===== config.mk =====
export PLATFORM = sky130hd
export DESIGN_NAME = locality_arbiter
export DESIGN_NICKNAME = d
export VERILOG_FILES = /design/src/rtl/loc_arb_pkg.sv /design/src/rtl/loc_decode.sv /design/src/rtl/loc_grant.sv /design/src/rtl/loc_status.sv /design/src/rtl/locality_arbiter.sv
export SDC_FILE = /design/constraint.sdc
export NUM_CORES = 1
export LEC_CHECK = 0
export ABC_AREA = 0
export BUFFER_PORTS_ARGS = -buffer_cell sky130_fd_sc_hd__buf_2
export CELL_PAD_IN_SITES_DETAIL_PLACEMENT = 0
export CELL_PAD_IN_SITES_GLOBAL_PLACEMENT = 1
export CORE_MARGIN = 2
export CORE_UTILIZATION = 33
export CTS_CLUSTER_SIZE = 12
export DETAILED_ROUTE_END_ITERATION = 10
export PLACE_DENSITY_LB_ADDON = 0.3
export SYNTH_ARGS = -nofsm -noshare
export SYNTH_HDL_FRONTEND = slang
export SYNTH_SLANG_ARGS = --single-unit
export TNS_END_PERCENT = 30

===== constraint.sdc =====
create_clock -name clk -period 2.7 [get_ports clk]
set_clock_uncertainty 0.15 [all_clocks]
set_input_delay 0 -clock clk [delete_from_list [all_inputs] [get_ports clk]]
set_output_delay 0 -clock clk [all_outputs]
set_load 0.05 [all_outputs]

===== src/rtl/loc_arb_pkg.sv =====
package loc_arb_pkg;
  localparam int unsigned BIT_VALID  = 7;
  localparam int unsigned BIT_ACTIVE = 5;
  localparam int unsigned BIT_OTHERS = 2;
  localparam int unsigned BIT_REQ    = 1;

  // one-hot of the highest set bit, zero when none
  function automatic logic [7:0] highest_oh(input logic [7:0] v);
    logic [7:0] r;
    r = '0;
    for (int i = 0; i < 8; i++)
      if (v[i]) r = 8'(1) << i;
    return r;
  endfunction

  function automatic logic [2:0] oh_to_idx(input logic [7:0] oh);
    logic [2:0] r;
    r = '0;
    for (int i = 0; i < 8; i++)
      if (oh[i]) r = 3'(i);
    return r;
  endfunction

  function automatic logic [7:0] pack_access(input logic is_owner,
                                             input logic others_wait,
                                             input logic own_wait);
    logic [7:0] r;
    r = '0;
    r[BIT_VALID]  = 1'b1;
    r[BIT_ACTIVE] = is_owner;
    r[BIT_OTHERS] = others_wait;
    r[BIT_REQ]    = own_wait;
    return r;
  endfunction
endpackage


===== src/rtl/loc_decode.sv =====
module loc_decode #(
  parameter int NUM_LOC   = 5,
  parameter int WIN_SHIFT = 12,
  parameter int ADDR_W    = 15
) (
  input  logic [ADDR_W-1:0]  addr,
  input  logic               wr,
  output logic               hit,
  output logic [NUM_LOC-1:0] sel_oh,
  output logic [NUM_LOC-1:0] wr_oh
);
  localparam int SEL_W = ADDR_W - WIN_SHIFT;

  logic [SEL_W-1:0] win;
  assign win = addr[ADDR_W-1:WIN_SHIFT];
  assign hit = (addr[WIN_SHIFT-1:0] == '0) && (int'(win) < NUM_LOC);

  for (genvar g = 0; g < NUM_LOC; g++) begin : g_sel
    assign sel_oh[g] = hit && (win == SEL_W'(g));
    assign wr_oh[g]  = sel_oh[g] && wr;
  end
endmodule


===== src/rtl/loc_grant.sv =====
module loc_grant
  import loc_arb_pkg::*;
#(
  parameter int NUM_LOC = 5
) (
  input  logic               clk,
  input  logic               rst_n,
  input  logic [NUM_LOC-1:0] wr_oh,
  input  logic               want_use,
  input  logic               give_up,
  output logic [NUM_LOC-1:0] owner_q,
  output logic [NUM_LOC-1:0] pend_q,
  output logic               loc_change
);
  logic               rel_hit;
  logic [NUM_LOC-1:0] new_req, req_all, pick, owner_d, pend_d;
  logic [7:0]         pick8;

  always_comb begin
    rel_hit = (|(wr_oh & owner_q)) && give_up;
    new_req = want_use ? (wr_oh & ~owner_q) : '0;
    req_all = pend_q | new_req;
    pick8   = highest_oh(8'(req_all));
    pick    = pick8[NUM_LOC-1:0];
    if (rel_hit || owner_q == '0) owner_d = pick;
    else                          owner_d = owner_q;
    pend_d  = req_all & ~owner_d;
  end

  always_ff @(posedge clk or negedge rst_n) begin
    if (!rst_n) begin
      owner_q    <= '0;
      pend_q     <= '0;
      loc_change <= 1'b0;
    end else begin
      owner_q    <= owner_d;
      pend_q     <= pend_d;
      loc_change <= (owner_d != owner_q);
    end
  end


  owner_onehot_chk: assert property (@(posedge clk) disable iff (!rst_n)
    $onehot0(owner_q));

  pend_disjoint_chk: assert property (@(posedge clk) disable iff (!rst_n)
    (pend_q & owner_q) == '0);

  owner_hold_chk: assert property (@(posedge clk) disable iff (!rst_n)
    ((|owner_q) && !rel_hit) |=> $stable(owner_q));

  idle_grant_chk: assert property (@(posedge clk) disable iff (!rst_n)
    (owner_q == '0 && (|req_all)) |=> (|owner_q));

  handover_chk: assert property (@(posedge clk) disable iff (!rst_n)
    (rel_hit && (|pend_q)) |=> (|owner_q));

  release_idle_chk: assert property (@(posedge clk) disable iff (!rst_n)
    (rel_hit && req_all == '0) |=> (owner_q == '0));

  change_pulse_chk: assert property (@(posedge clk) disable iff (!rst_n)
    (owner_q != $past(owner_q)) |-> loc_change);
endmodule


===== src/rtl/loc_status.sv =====
module loc_status
  import loc_arb_pkg::*;
#(
  parameter int NUM_LOC = 5
) (
  input  logic               hit,
  input  logic [NUM_LOC-1:0] sel_oh,
  input  logic [NUM_LOC-1:0] owner_q,
  input  logic [NUM_LOC-1:0] pend_q,
  output logic [7:0]         rdata
);
  always_comb begin
    if (hit)
      rdata = pack_access(|(owner_q & sel_oh),
                          |(pend_q & ~sel_oh),
                          |(pend_q & sel_oh));
    else
      rdata = '0;
  end
endmodule


===== src/rtl/locality_arbiter.sv =====
module locality_arbiter
  import loc_arb_pkg::*;
#(
  parameter int NUM_LOC   = 5,
  parameter int WIN_SHIFT = 12,
  parameter int ADDR_W    = WIN_SHIFT + 3,
  parameter int LOC_W     = $clog2(NUM_LOC)
) (
  input  logic              clk,
  input  logic              rst_n,
  input  logic [ADDR_W-1:0] bus_addr,
  input  logic              bus_wr,
  input  logic [7:0]        bus_wdata,
  output logic [7:0]        bus_rdata,
  output logic [LOC_W-1:0]  active_loc,
  output logic              active_valid,
  output logic              loc_change
);
  logic               hit;
  logic [NUM_LOC-1:0] sel_oh, wr_oh, owner_q, pend_q;
  logic [2:0]         idx3;

  loc_decode #(.NUM_LOC(NUM_LOC), .WIN_SHIFT(WIN_SHIFT), .ADDR_W(ADDR_W)) u_dec (
    .addr(bus_addr), .wr(bus_wr), .hit(hit), .sel_oh(sel_oh), .wr_oh(wr_oh));

  loc_grant #(.NUM_LOC(NUM_LOC)) u_grant (
    .clk(clk), .rst_n(rst_n), .wr_oh(wr_oh),
    .want_use(bus_wdata[BIT_REQ]), .give_up(bus_wdata[BIT_ACTIVE]),
    .owner_q(owner_q), .pend_q(pend_q), .loc_change(loc_change));

  loc_status #(.NUM_LOC(NUM_LOC)) u_stat (
    .hit(hit), .sel_oh(sel_oh), .owner_q(owner_q), .pend_q(pend_q),
    .rdata(bus_rdata));

  assign idx3         = oh_to_idx(8'(owner_q));
  assign active_loc   = idx3[LOC_W-1:0];
  assign active_valid = |owner_q;
endmodule


; ---- Word-level counts from Yosys, hierarchy flattened
; Cells that the tools add are included.
[op_classes]
magnitude_cmp = 1
add_sub_neg = 0
n_mul = 0
n_reduce_logical = 21
bitwise = 10
div_mod_pow = 0
shifts = 0
eq_ne = 5
muxes = 12
[op_table]
columns = op, count
row1 = $and A5 B5 Y5, 6
row2 = $mux W5, 5
row3 = $reduce_or A5 Y1, 5
row4 = $not A5 Y5, 3
row5 = $logic_and A1 B1 Y1, 12
row6 = $logic_not A12 Y1, 1
row7 = $mux W3, 3
row8 = $mux W8, 1
row9 = $eq A3 B2 Y1 const B, 2
row10 = $logic_not A5 Y1, 1
row11 = $ne A5 B5 Y1, 1
row12 = $or A5 B5 Y5, 1
row13 = $eq A3 B1 Y1 const B, 1
row14 = $eq A3 B3 Y1 const B, 1
row15 = $logic_not A3 Y1, 1
row16 = $lt A3 B3 Y1 const B, 1
row17 = $mux W1, 2
row18 = $mux W2, 1
row19 = $logic_or A1 B1 Y1, 1
[totals]
n_memories = 0
ramBits = 0
rom_bits = 0
inputBits = 26
elab_cells = 52
latchBits = 0
reg_bits = 11

; ---- Logic depth before layout (Yosys ltp)
[logic_depth]
depth_word = 15
mapped_depth = 8
depth_no_buf = 6

; ---- Hierarchy
; A second synthesis with hierarchy kept.
[unflattened]
hier_cells = 123
hier_area_um2 = 1119.8
[modules_own_cells]
columns = mod, cells_per_inst, area_per_inst_um2, instances, seq_area_each_um2
row1 = loc_grant, 65, 648.1, 1, 275.3
row2 = loc_decode, 31, 302.8, 1, 0.0
row3 = loc_status, 20, 133.9, 1, 0.0
row4 = locality_arbiter, 7, 35.0, 1, 0.0

; ---- Worst setup path before layout
; Ideal clock, no wire load.
[synth_timing]
kind = input to register
startpoint = input port bus_addr[2]
endpoint = register u_grant.pend_q[0]
setup_time_ns = 0.072
path_stages = 8
arrival_ns = 2.201
required_time_ns = 2.478
path_slack_ns = 0.276
cell_sequence = or4_1 or3_1 clkbuf_2 or4b_1 buf_2 nand2_2 mux2_4 nor2_1
[synth_via]
elab_chain_len = 15
[synth_lines]
columns = item, line_no
row1 = from (decl), locality_arbiter.sv:11  ; input logic [ADDR_W-1:0] bus_addr,
row2 = $logic_not A12 Y1 *, loc_decode.sv:16  ; assign hit = (addr[WIN_SHIFT-1:0] == '0) && (int'(win) < NUM_LOC);
row3 = $logic_and A1 B1 Y1 *, loc_decode.sv:16
row4 = $logic_and A1 B1 Y1, loc_decode.sv:19  ; assign sel_oh[g] = hit && (win == SEL_W'(g));
row5 = $logic_and A1 B1 Y1, loc_decode.sv:20  ; assign wr_oh[g] = sel_oh[g] && wr;
row6 = $and A5 B5 Y5, loc_grant.sv:21  ; new_req = want_use ? (wr_oh & ~owner_q) : '0;
row7 = $mux W5, loc_grant.sv:21
row8 = $or A5 B5 Y5, loc_grant.sv:22  ; req_all = pend_q | new_req;
row9 = $mux W1, loc_arb_pkg.sv:12  ; if (v[i]) r = 8'(1) << i;
row10 = $mux W2, loc_arb_pkg.sv:12
row11 = $mux W5 (3 in a row), loc_arb_pkg.sv:12
row12 = $mux W5 *, loc_grant.sv:25  ; if (rel_hit || owner_q == '0) owner_d = pick;
row13 = named net u_grant.owner_d[0], loc_grant.sv:16  ; logic [NUM_LOC-1:0] new_req, req_all, pick, owner_d, pend_d;
row14 = $not A5 Y5 *, loc_grant.sv:27  ; pend_d = req_all & ~owner_d;
row15 = $and A5 B5 Y5 *, loc_grant.sv:27
row16 = named net u_grant.pend_d[0], loc_grant.sv:16
row17 = to (signal assigned), loc_grant.sv:37  ; pend_q <= pend_d;
row18 = to (decl), loc_grant.sv:12  ; output logic [NUM_LOC-1:0] pend_q,
; The timed path passes the listed nets; every way through them passes the cells marked *.

; ---- Final worst setup path
[layout_timing]
startpoint = register u_grant.owner_q[0]
endpoint = register u_grant.pend_q[2]
[layout_via]
elab_chain_len = 7
[layout_lines]
columns = item, line_no
row1 = from (decl), loc_grant.sv:11  ; output logic [NUM_LOC-1:0] owner_q,
row2 = from (signal assigned), loc_grant.sv:36  ; owner_q <= owner_d;
row3 = $and A5 B5 Y5, loc_grant.sv:20  ; rel_hit = (|(wr_oh & owner_q)) && give_up;
row4 = $reduce_or A5 Y1, loc_grant.sv:20
row5 = $logic_and A1 B1 Y1, loc_grant.sv:20
row6 = $logic_or A1 B1 Y1 *, loc_grant.sv:25
row7 = $mux W5 *, loc_grant.sv:25
row8 = $not A5 Y5 *, loc_grant.sv:27
row9 = $and A5 B5 Y5 *, loc_grant.sv:27
row10 = named net u_grant.pend_d[2], loc_grant.sv:16
; Marked as above.

==> impl_metrics.toml <==
[synth]
synth_area_per_cell_sq_um = 8.29
synth_top_cell_area_share_pct = 29.6
ys_seq_area_share_pct = 29.6
synth-main-ff-cell = "dfrtp_1"
synth_edf_count = 0
ys_top_cells_by_area = "dfrtp_1 30%, buf_4 4.9%, nor2_1 4.0%, a21oi_1 3.8%, nand2_1 3.6%"
ys_warn_count = 0
synth.distinct_cells = 47
syn_inst = 112
async_reset_ff_share_pct = 100
yosysTopAreaCell = "dfrtp_1"
synth_seq_cells = 11
synth_area_sq_um = 928

[floorplan]
core_area_sq_mm = 0.00271
start_util_pct = 34.3
die-area_sq_mm = 0.00325
die_w_um = 57.0
pin_count = 39
rows = 19
die-height_um = 57.0

[layout]
multi_input_area_sq_um = 576
seq_area_sq_um = 275
n_antenna_cell = 0
syn_to_final_growth_pct = 20.8
fillers = 305
drive_above_1_share_pct = 31.2
fin_nets = 168
fin_util_pct = 41.4

[min_path]
hold_class = "in -> reg"

[critical_path]
slowest_delay_ns = 0.54
critPathSlowestCell = "a2111oi_0"
startpoint_type = "flip-flop"
path_cells = "nor3b_1 -> a2111oi_0 -> or4b_1 -> nand2_2 -> and2_1 -> a221oi_2"
critPathMaxFanout = 9
worstPathRequired_ns = 2.72
worstSetupEndpointType = "flip-flop"
cp.arrival_ns = 2.30
path_class = "reg -> reg"

[power_and_ir_drop]
power_leakage_nw = 0.518
ir_drop_v = 0.000306
powerDensity_mw_per_mm2 = 302

[cts]
post_cts_buffers = 0
cts.path.max_buffers = 2
clk_pin_slew_ns = 0.06
ctsHtreeMaxLevel = 1
post_cts_resized = 0
cts_buffers = 3
clk_latency_ns = 0.26
cts_tree = "done"
cts_root_buf = "clkbuf_4"
cts.sinks = 11

[run]
maxCapViolCount = 0

[timing]
setup_viol = 0
finalHoldViolCount = 0
rsz0062_at_grt = "false"
tns_ns = 0
worst_slew_pin_slew_ns = 0.556
drv_slew = 0
post-route-period-util_pct = 84.4
min_period_ns = 2.28
hold_slack_ns = 0.0950
slew_headroom_pct = 62.0
timing.fmax_mhz = 439

[route]
ant_nets = 0
post_drt_wl_per_cell_um = 13.7
via_per_inst = 5.45
drt_iter0_markers = 32
routed_wl_um = 2350
firstDrtPassIters = 4
dr_total_vias = 938
route.detailed.drc = 0

[global_routing]
grt_max_degree = 12
grt_overflow = 0
grt_util_all_layers_pct = 15.0
grt_pass1_vias = 911
grt_pass1_wl_um = 3880
antenna_found_initial = 0

[placed_design]
dpl.hpwl_um = 1920
port_buffers = 28
gp_congestion = 0.772

[run_status]
outcome = "complete, no violations"
layout by cell type, fill, tap and decap left out, types with 2 or more instances in the layout:
| cell | n |
|---|---|
| clkbuf_4 | 3 |
| dlygate4sd3_1 | 2 |
| and2_1 | 2 |
| nor3b_1 | 3 |
| mux2i_1 | 2 |
| buf_2 | 28 |
| a211oi_1 | 2 |
| a31oi_1 | 3 |
| nor2b_1 | 2 |
| buf_4 | 3 |
| nor3_1 | 3 |
| inv_1 | 6 |
| nor2_1 | 10 |
| or4_1 | 3 |
| nand2_1 | 9 |
| conb_1 | 4 |
| dfrtp_1 | 11 |
| o21ai_0 | 5 |
| o22ai_1 | 3 |
| nand3_1 | 2 |
| a21oi_1 | 7 |
| a41oi_1 | 2 |
sequential cells by signal (all words and copies together), names as in the netlist:
signal and cells:
u_grant.owner_q 5, u_grant.loc_change 1, u_grant.pend_q 5
power breakdown:
part	switching [W]	internal, W	total, W
clock	0.0000498	0.0000571	0.000107
sequential	0.000000477	0.000166	0.000166
combinational	0.0000427	0.0000230	0.0000657
synthesized netlist by cell type, drive strengths merged (2+ instances only):
cell type and number:
or4 4, dfrtp 11, o21ai 5, mux2i 2
mux2 2, a21oi 7, inv 6, a41oi 2
clkbuf 4, o22ai 3, buf 7, and2 3
nand3 2, a31oi 3, nor2b 2, nor3 4
nor3b 3, nor2 10, nand2 10, a211oi 2
routing by layer:
metal / share of wire, % / vias to the layer above / GRT usage, %
li1: - / 469 / -
met1: 46 / 456 / 18.4
met2: 51 / 13 / 25.8
met3: 3.0 / 0 / 4.54
met4: 0 / 0 / 3.65
met5: 0 / - / 0
critical path: cells and delay by family, from the launching register on:
family | cells | cell delay [ns]
AO/OA/AOI/OAI | 2 | 0.77
flip-flops | 1 | 0.42
AND/OR/NAND/NOR | 4 | 0.85
area by class of cell:
cell class / count / share of cell area [%]
Clock buffer: 4 / 2.34
Sequential cell: 11 / 24.6
Inverter: 6 / 2.01
Tap cell: 31 / 3.46
Multi-Input combinational cell: 87 / 51.3
Timing Repair Buffer: 33 / 16.3
repair_timing:
item / 4_1_cts / 5_1_grt
endpoints found under the hold margin: 11 / 0
setup endpoints to repair: 0 / 0
hold buffers: 2 / 0
final timing paths:
check                              startpoint            endpoint  slack, ns  cells past startpoint
min                              bus_wdata[5]   u_grant.pend_q[1]       0.09                      4
min reg2reg                u_grant.owner_q[3]   u_grant.pend_q[3]       0.39                      1
max                        u_grant.owner_q[0]   u_grant.pend_q[2]       0.42                      6
max in group asynchronous               rst_n  u_grant.owner_q[2]       1.46                      3
min in group asynchronous               rst_n  u_grant.owner_q[1]       0.61                      3
max reg2reg                u_grant.owner_q[0]   u_grant.pend_q[2]       0.42                      6
kinds of logic (layout without fill, tap and decap cells):
| kind of cell | count (synthesis) | in the layout | share of synthesized area, % |
|---|---|---|---|
| AO/OA/AOI/OAI | 31 | 31 | 23.3 |
| XOR/XNOR | 1 | 1 | 0.944 |
| buffers and inverters | 17 | 43 | 9.57 |
| flip-flops | 11 | 11 | 29.6 |
| multiplexers | 5 | 5 | 7.41 |
| other | 1 | 4 | 0.404 |
| AND/OR/NAND/NOR | 46 | 46 | 28.7 |
per-stage QoR:
step	power [W]	setup WS [ns]	instance area, sq um	instances
4_1_cts	0.000341	0.424	1120	172
3_5_place_dp	0.000233	0.157	1070	166
5_1_grt	0.000357	0.280	1120	172
2_1_floorplan	0.000214	0.276	940	115
6_report	0.000339	0.421	1120	172
3_3_place_gp	0.000232	0.174	1070	166
Note: power is estimated with default switching activity, not from simulation.
